File: src/rtl/tlc_pkg.sv
package tlc_pkg;

  localparam int SYM_W    = 3;
  localparam int IDX_NEG  = 0;
  localparam int IDX_ZERO = 1;
  localparam int IDX_POS  = 2;

  typedef enum logic {
    POL_NEG = 1'b0,
    POL_POS = 1'b1
  } pol_e;

  typedef struct packed {
    logic legal;
    logic pulse;
    pol_e pol;
  } sym_info_t;

  // Splits a raw code into legality, pulse presence and pulse polarity.
  function automatic sym_info_t classify(input logic [SYM_W-1:0] s);
    sym_info_t r;
    r.legal = ($countones(s) == 1);
    r.pulse = r.legal && !s[IDX_ZERO];
    r.pol   = s[IDX_POS] ? POL_POS : POL_NEG;
    return r;
  endfunction

  // A pulse repeating the previous polarity marks a substitution.
  function automatic logic is_violation(input sym_info_t i, input pol_e last);
    return i.pulse && (i.pol == last);
  endfunction

  // Data bit carried by one slot before any later clearing.
  function automatic logic slot_bit(input sym_info_t i, input pol_e last);
    return i.pulse && (i.pol != last);
  endfunction

endpackage

File: src/rtl/tlc_classify.sv
module tlc_classify
  import tlc_pkg::*;
#(
  parameter pol_e RESET_POL = POL_NEG
) (
  input  logic             clk,
  input  logic             rst_n,
  input  logic [SYM_W-1:0] sym_i,
  output logic             legal_o,
  output logic             viol_o,
  output logic             bit_o,
  output pol_e             last_pol_o
);

  sym_info_t info;
  pol_e      last_q;

  always_comb begin
    info    = classify(sym_i);
    legal_o = info.legal;
    viol_o  = is_violation(info, last_q);
    bit_o   = slot_bit(info, last_q);
  end

  always_ff @(posedge clk or negedge rst_n) begin
    if (!rst_n) begin
      last_q <= RESET_POL;
    end else if (info.pulse) begin
      last_q <= info.pol;
    end
  end

  assign last_pol_o = last_q;

endmodule

File: src/rtl/tlc_delay.sv
module tlc_delay #(
  parameter int DEPTH = 3
) (
  input  logic clk,
  input  logic rst_n,
  input  logic bit_i,
  input  logic ill_i,
  input  logic clear_i,
  output logic tail_bit_o,
  output logic tail_ill_o
);

  logic [DEPTH-1:0] bit_q;
  logic [DEPTH-1:0] ill_q;

  always_ff @(posedge clk or negedge rst_n) begin
    if (!rst_n) begin
      bit_q[0] <= 1'b0;
      ill_q[0] <= 1'b0;
    end else begin
      bit_q[0] <= bit_i & ~clear_i;
      ill_q[0] <= ill_i;
    end
  end

  for (genvar k = 1; k < DEPTH; k++) begin : g_stage
    always_ff @(posedge clk or negedge rst_n) begin
      if (!rst_n) begin
        bit_q[k] <= 1'b0;
        ill_q[k] <= 1'b0;
      end else begin
        bit_q[k] <= bit_q[k-1] & ~clear_i;
        ill_q[k] <= ill_q[k-1];
      end
    end
  end

  // The oldest slot is cleared in the same cycle as the violation.
  assign tail_bit_o = bit_q[DEPTH-1] & ~clear_i;
  assign tail_ill_o = ill_q[DEPTH-1];

endmodule

File: src/rtl/tlc_fill.sv
module tlc_fill #(
  parameter int DEPTH = 3
) (
  input  logic clk,
  input  logic rst_n,
  output logic full_o
);

  localparam int CW = $clog2(DEPTH + 1);
  localparam logic [CW-1:0] LIMIT = CW'(DEPTH);

  logic [CW-1:0] cnt_q;

  always_ff @(posedge clk or negedge rst_n) begin
    if (!rst_n) begin
      cnt_q <= '0;
    end else if (cnt_q != LIMIT) begin
      cnt_q <= cnt_q + 1'b1;
    end
  end

  assign full_o = (cnt_q == LIMIT);

endmodule

File: src/rtl/tlc_decoder.sv
module tlc_decoder
  import tlc_pkg::*;
#(
  parameter int   DEPTH     = 3,
  parameter pol_e RESET_POL = POL_NEG
) (
  input  logic       clk,
  input  logic       rst_n,
  input  logic [2:0] sym_i,
  output logic       bit_o,
  output logic       valid_o,
  output logic       illegal_o
);

  logic legal_w;
  logic viol_w;
  logic slot_bit_w;
  pol_e last_pol_w;
  logic tail_bit_w;
  logic tail_ill_w;
  logic full_w;

  tlc_classify #(.RESET_POL(RESET_POL)) u_cls (
    .clk        (clk),
    .rst_n      (rst_n),
    .sym_i      (sym_i),
    .legal_o    (legal_w),
    .viol_o     (viol_w),
    .bit_o      (slot_bit_w),
    .last_pol_o (last_pol_w)
  );

  tlc_delay #(.DEPTH(DEPTH)) u_dly (
    .clk        (clk),
    .rst_n      (rst_n),
    .bit_i      (slot_bit_w),
    .ill_i      (~legal_w),
    .clear_i    (viol_w),
    .tail_bit_o (tail_bit_w),
    .tail_ill_o (tail_ill_w)
  );

  tlc_fill #(.DEPTH(DEPTH)) u_fill (
    .clk    (clk),
    .rst_n  (rst_n),
    .full_o (full_w)
  );

  assign bit_o     = tail_bit_w;
  assign illegal_o = tail_ill_w;
  assign valid_o   = full_w;

endmodule

File: config.mk
export PLATFORM = sky130hd
export DESIGN_NAME = tlc_decoder
export DESIGN_NICKNAME = d
export VERILOG_FILES = /design/src/rtl/tlc_pkg.sv /design/src/rtl/tlc_classify.sv /design/src/rtl/tlc_delay.sv /design/src/rtl/tlc_fill.sv /design/src/rtl/tlc_decoder.sv
export SDC_FILE = /design/constraint.sdc
export NUM_CORES = 1
export LEC_CHECK = 0
export BUFFER_PORTS_ARGS = -buffer_cell sky130_fd_sc_hd__buf_2
export CELL_PAD_IN_SITES_DETAIL_PLACEMENT = 0
export CELL_PAD_IN_SITES_GLOBAL_PLACEMENT = 1
export CORE_AREA = 2 2 39 41
export DETAILED_ROUTE_END_ITERATION = 7
export DIE_AREA = 0 0 41 43
export PLACE_DENSITY_LB_ADDON = 0.1
export SLEW_MARGIN = 20
export SYNTH_ARGS = -nofsm -noshare
export SYNTH_HDL_FRONTEND = slang
export SYNTH_HIERARCHICAL = 1
export SYNTH_SLANG_ARGS = --single-unit
File: constraint.sdc
create_clock -name clk -period 1.5 [get_ports clk]
set_input_delay 0.075 -clock clk [delete_from_list [all_inputs] [get_ports clk]]
set_output_delay 0.075 -clock clk [all_outputs]
set_load 0.05 [all_outputs]
== Word-level counts from Yosys, hierarchy flattened ==
Index checks and enable logic that the tools add are counted.

* Bits in registers: 9
* Input bits: 5
* Word-level logic and storage cells: 27

* Add/subtract/negate cells: 3
* Eq/ne operators: 5
* Mux-type cells: 1
* Bitwise logic cells: 6
* Reductions and logical operators: 4

{| class="wikitable"
|+ Operators by type and width
! operator !! count
|-
| $add 32x1->32 || 1
|-
| $eq 32x2->1 const B || 1
|-
| $and 1x1->1 || 4
|-
| $logic_and 1x1->1 || 3
|-
| $add 1x1->2 || 1
|-
| $add 2x1->2 const B || 1
|-
| $eq 2x2->1 const B || 1
|-
| $ne 2x2->1 const B || 1
|-
| $not 1->1 || 2
|-
| $eq 1x1->1 || 1
|-
| $logic_not 1->1 || 1
|-
| $mux 1 || 1
|-
| $ne 1x1->1 || 1
|}

== Depth between registers and ports, before layout ==
* Depth in word-level cells: 7
* Gate-level depth with buffers: 4
* Depth with buffers taken out: 4

== Modules after synthesis ==
The synthesis kept the hierarchy.

{| class="wikitable"
|+ By module, submodules not included
! module !! times used !! cells an instance !! area an instance (sq um) !! seq. area each (sq um)
|-
| tlc_delay || 1 || 10 || 175.2 || 150.1
|-
| tlc_classify || 1 || 8 || 98.8 || 25.0
|-
| tlc_fill || 1 || 6 || 98.8 || 50.0
|-
| tlc_decoder || 1 || 1 || 3.8 || 0.0
|}

== Least setup slack after synthesis ==
No wires, ideal clock.

* Path kind: input port to output port
* From: input port sym_i[0]
* To: output port bit_o
* Arrival: 1.532 ns
* Required time: 1.425 ns
* Path slack: -0.107 ns
* Cell stages on the path: 4
* Cells stage by stage: fa_1 or3b_1 nor2_1 nor2b_1

* Word-level cells in the longest chain between the ends: 7

{| class="wikitable"
|+ Ends and longest elaborated chain
! what !! RTL line !! RTL
|-
| start: declaration || tlc_decoder.sv:9 || <nowiki>input logic [2:0] sym_i,</nowiki>
|-
| $add 1x1->2 (not written as such) || tlc_pkg.sv:22 || <nowiki>r.legal = ($countones(s) == 1);</nowiki>
|-
| $add 32x1->32 (not written as such) || tlc_pkg.sv:22 ||
|-
| $eq 32x2->1 || tlc_pkg.sv:22 ||
|-
| $logic_and 1x1->1 || tlc_pkg.sv:23 || <nowiki>r.pulse = r.legal && !s[IDX_ZERO];</nowiki>
|-
| $logic_and 1x1->1 || tlc_pkg.sv:30 || <nowiki>return i.pulse && (i.pol == last);</nowiki>
|-
| via viol_w || tlc_decoder.sv:16 || <nowiki>logic viol_w;</nowiki>
|-
| $not 1->1 || tlc_delay.sv:39 || <nowiki>assign tail_bit_o = bit_q[DEPTH-1] & ~clear_i;</nowiki>
|-
| $and 1x1->1 || tlc_delay.sv:39 ||
|-
| end: declaration || tlc_decoder.sv:10 || <nowiki>output logic bit_o,</nowiki>
|}

The timed path passes the listed nets, and every way through them passes these cells.

== Final worst setup path ==
Ends and elaborated chain as after synthesis.

==> impl_metrics.env <==
export IMPL_status="complete, but fails checks"
export IMPL_failed_checks="setup timing"
export IMPL_cap_violations=0
export IMPL_ios=8
export IMPL_total_leakage_power_uw=0.000243
export IMPL_syn_cell_area_sq_um=377
export IMPL_firstDrtPassIters=2
export IMPL_cts_max_path_buffers=2
export IMPL_drc=0
export IMPL_start_util_pct=27.2
export IMPL_mostFrequentLayoutCell="dfrtp_1"
export IMPL_clock_sinks=9
export IMPL_htree_levels=1
export IMPL_cp_start_kind="input pin"
export IMPL_yosysUniqueCellTypes=11
export IMPL_routed_wl_microns=604
export IMPL_area_delta_synth_final_pct=36.5
export IMPL_clkTransAtPathRegs_ns=0.06
export IMPL_nFillCells=141
export IMPL_layout_common_cells="dfrtp_1, buf_2, clkbuf_4, buf_6, nor2b_1"
export IMPL_hold_class="input pin to flip-flop"
export IMPL_nets=48
export IMPL_rows=14
export IMPL_antenna_cells=0
export IMPL_cts_buffers=3
export IMPL_synth_top_cell_area_share_pct=59.8
export IMPL_post_place_ws_ns=-0.276
export IMPL_root_buffer="clkbuf_4"
export IMPL_syn_area_per_cell_sq_um=15.1
export IMPL_crit_path_max_fanout=4
export IMPL_ir_worst_vdd_mv=0.433
export IMPL_via_per_inst=4.11
export IMPL_synth_largest_area_cell="dfrtp_1"
export IMPL_drtIter0Drc=1
export IMPL_cp_buffers_inverters=2
export IMPL_endpoint_kind="output port"
export IMPL_setup_viol_count_final=1
export IMPL_antenna_found_initial=0
export IMPL_power_per_cell_area_mw_per_mm2=1090
export IMPL_tns_ns=-0.0403
export IMPL_grt_use_total_pct=9.16
export IMPL_gp_congestion=0.530
export IMPL_path_common_cell="buf_6"
export IMPL_portBuffers=7
export IMPL_post_route_period_util_pct=103
export IMPL_routedWlPerCell_microns=11.0
export IMPL_crit_chain="buf_6 -> fa_1 -> or3b_4 -> nor2_4 -> nor2b_2 -> buf_6"
export IMPL_grt_pass1_vias=241
export IMPL_cp_required_ns=1.42
export IMPL_cts_tree="done"
export IMPL_skew_ns=0.000315
export IMPL_final_setup_worst_slack_ns=-0.0403
export IMPL_finalHoldViolCount=0
export IMPL_hpwl_microns=436
export IMPL_ys_seq_area_share_pct=59.8
export IMPL_ys_seq_elements=9
export IMPL_grt_ovfl_total=0
export IMPL_syn_inst=25
export IMPL_cpLargestDelayFamily="simple AND/OR/NAND/NOR gates"
export IMPL_rsz0062_at_grt="true"
export IMPL_grt_pass1_wl_microns=966
export IMPL_die_area_sq_mm=0.00176
export IMPL_synth_warnings=6
export IMPL_slew_headroom_pct=78.8
export IMPL_tightest_slew_ns=0.316
export IMPL_detail_route_antenna_nets=0
export IMPL_syn_nets=33
export IMPL_cp_slowest_cell="fa_1"
export IMPL_finalCriticalPeriod_ns=1.54
export IMPL_die_height_microns=43
export IMPL_crit_arrival_ns=1.47
export IMPL_core_area_sq_mm=0.00138
export IMPL_grt_max_degree=10
export IMPL_drive_gt1_share_pct=48.7
export IMPL_vias=226
export IMPL_synth_area_top_cells="dfrtp_1, mux2_4, ha_1, nor2b_1, fa_1"
export IMPL_clock_latency_ns=0.25
export IMPL_slowest_delay_ns=0.55
export IMPL_die_width_microns=41
export IMPL_slew_violations=0
export IMPL_crit_type="input pin to output port"
export IMPL_max_freq_mhz=649
## repair_timing
| item | in CTS | in global routing |
|---|---|---|
| pin swaps | 2 | 2 |
| setup endpoints to repair | 1 | 1 |
| gates resized for setup | 6 | 1 |
| buffers inserted | 1 | 0 |
| endpoints found under the hold margin | 9 | 0 |
| hold buffers | 1 | 0 |
## cell type report
| class | count | area, sq um | share of cell area [%] |
|---|---|---|---|
| Multi-Input combinational cell | 15 | 160 | 31.1 |
| Sequential cell | 9 | 225 | 43.8 |
| Timing Repair Buffer | 10 | 78.8 | 15.3 |
| Clock buffer | 4 | 26.3 | 5.11 |
| Inverter | 1 | 3.75 | 0.730 |
| Tap cell | 16 | 20.0 | 3.89 |
## routing by layer
layer	vias up	global-route usage [%]	wire length [microns]	share of wire (%)
met4	0	10.0	0	0
li1	106	-	-	-
met5	-	0	0	0
met3	0	3.14	41	6.8
met1	112	9.06	239	40
met2	8	13.1	323	53
## kinds of logic (layout without fill, tap and decap cells)
| group | count (synthesis) | after routing | synth area share (%) |
|---|---|---|---|
| xor+xnor | 2 | 2 | 4.65 |
| mux | 2 | 2 | 7.97 |
| simple gates | 8 | 8 | 14.6 |
| buf+inv | 1 | 15 | 0.996 |
| flops | 9 | 9 | 59.8 |
| fa+ha+maj | 3 | 3 | 12.0 |
## final timing paths
path | from | end | slack (ns) | cells past startpoint
setup / recovery | sym_i[0] | bit_o | -0.04 | 6
hold / removal | sym_i[2] | u_cls/last_pol_o$_DFFE_PN0P_ | 0.15 | 3
setup reg to reg | u_fill/cnt_q[0]$_DFFE_PN0P_ | u_fill/cnt_q[1]$_DFFE_PN0P_ | 0.41 | 2
hold reg to reg | u_dly/ill_q[1]$_DFF_PN0_ | u_dly/tail_ill_o$_DFF_PN0_ | 0.35 | 0
max in group asynchronous | rst_n | u_dly/bit_q[1]$_DFF_PN0_ | 1.13 | 2
min in group asynchronous | rst_n | u_dly/tail_ill_o$_DFF_PN0_ | 0.20 | 2
## worst register-to-register path, delay by kind of cell, from the launching register on
kind                     cells  cell delay (ns)
flip-flops                   1             0.41
adder cells (fa/ha/maj)      1             0.31
multiplexers                 1             0.26
## cells in the mapped netlist
cell type and instances:
or3b_1 1, fa_1 1, inv_1 1, nor2b_1 4
dfrtp_1 9, and2b_2 2, xor2_1 1, xnor2_1 1
mux2_4 2, nor2_1 1, ha_1 2
## sequential cells by signal, indices dropped and copies added, names as in the netlist
name	cells
u_cls/last_pol_o	1
u_dly/bit_q	3
u_dly/ill_q	2
u_dly/tail_ill_o	1
u_fill/cnt_q	2
## per-stage QoR
| stage | hold WS (ns) | area (sq um) | utilization, % | std cells | power [uW] |
|---|---|---|---|---|---|
| 2_1_floorplan | -0.221 | 379 | - | 25 | 337 |
| 3_3_place_gp | -0.0705 | 442 | 31.9 | 49 | 359 |
| 3_5_place_dp | -0.0631 | 442 | 31.9 | 49 | 365 |
| 4_1_cts | 0.150 | 508 | 36.7 | 55 | 573 |
| 5_1_grt | 0.154 | 514 | 37.2 | 55 | 592 |
| 6_report | 0.154 | 514 | 37.2 | 55 | 563 |
## where the power goes
group          total [uW]  leakage, uW  switching [uW]  internal [uW]
Clock                 181    0.0000150            78.9            102
Combinational         107     0.000126            55.7           51.4
Sequential            275     0.000101            8.60            266
(Power assumes the default switching activity.)
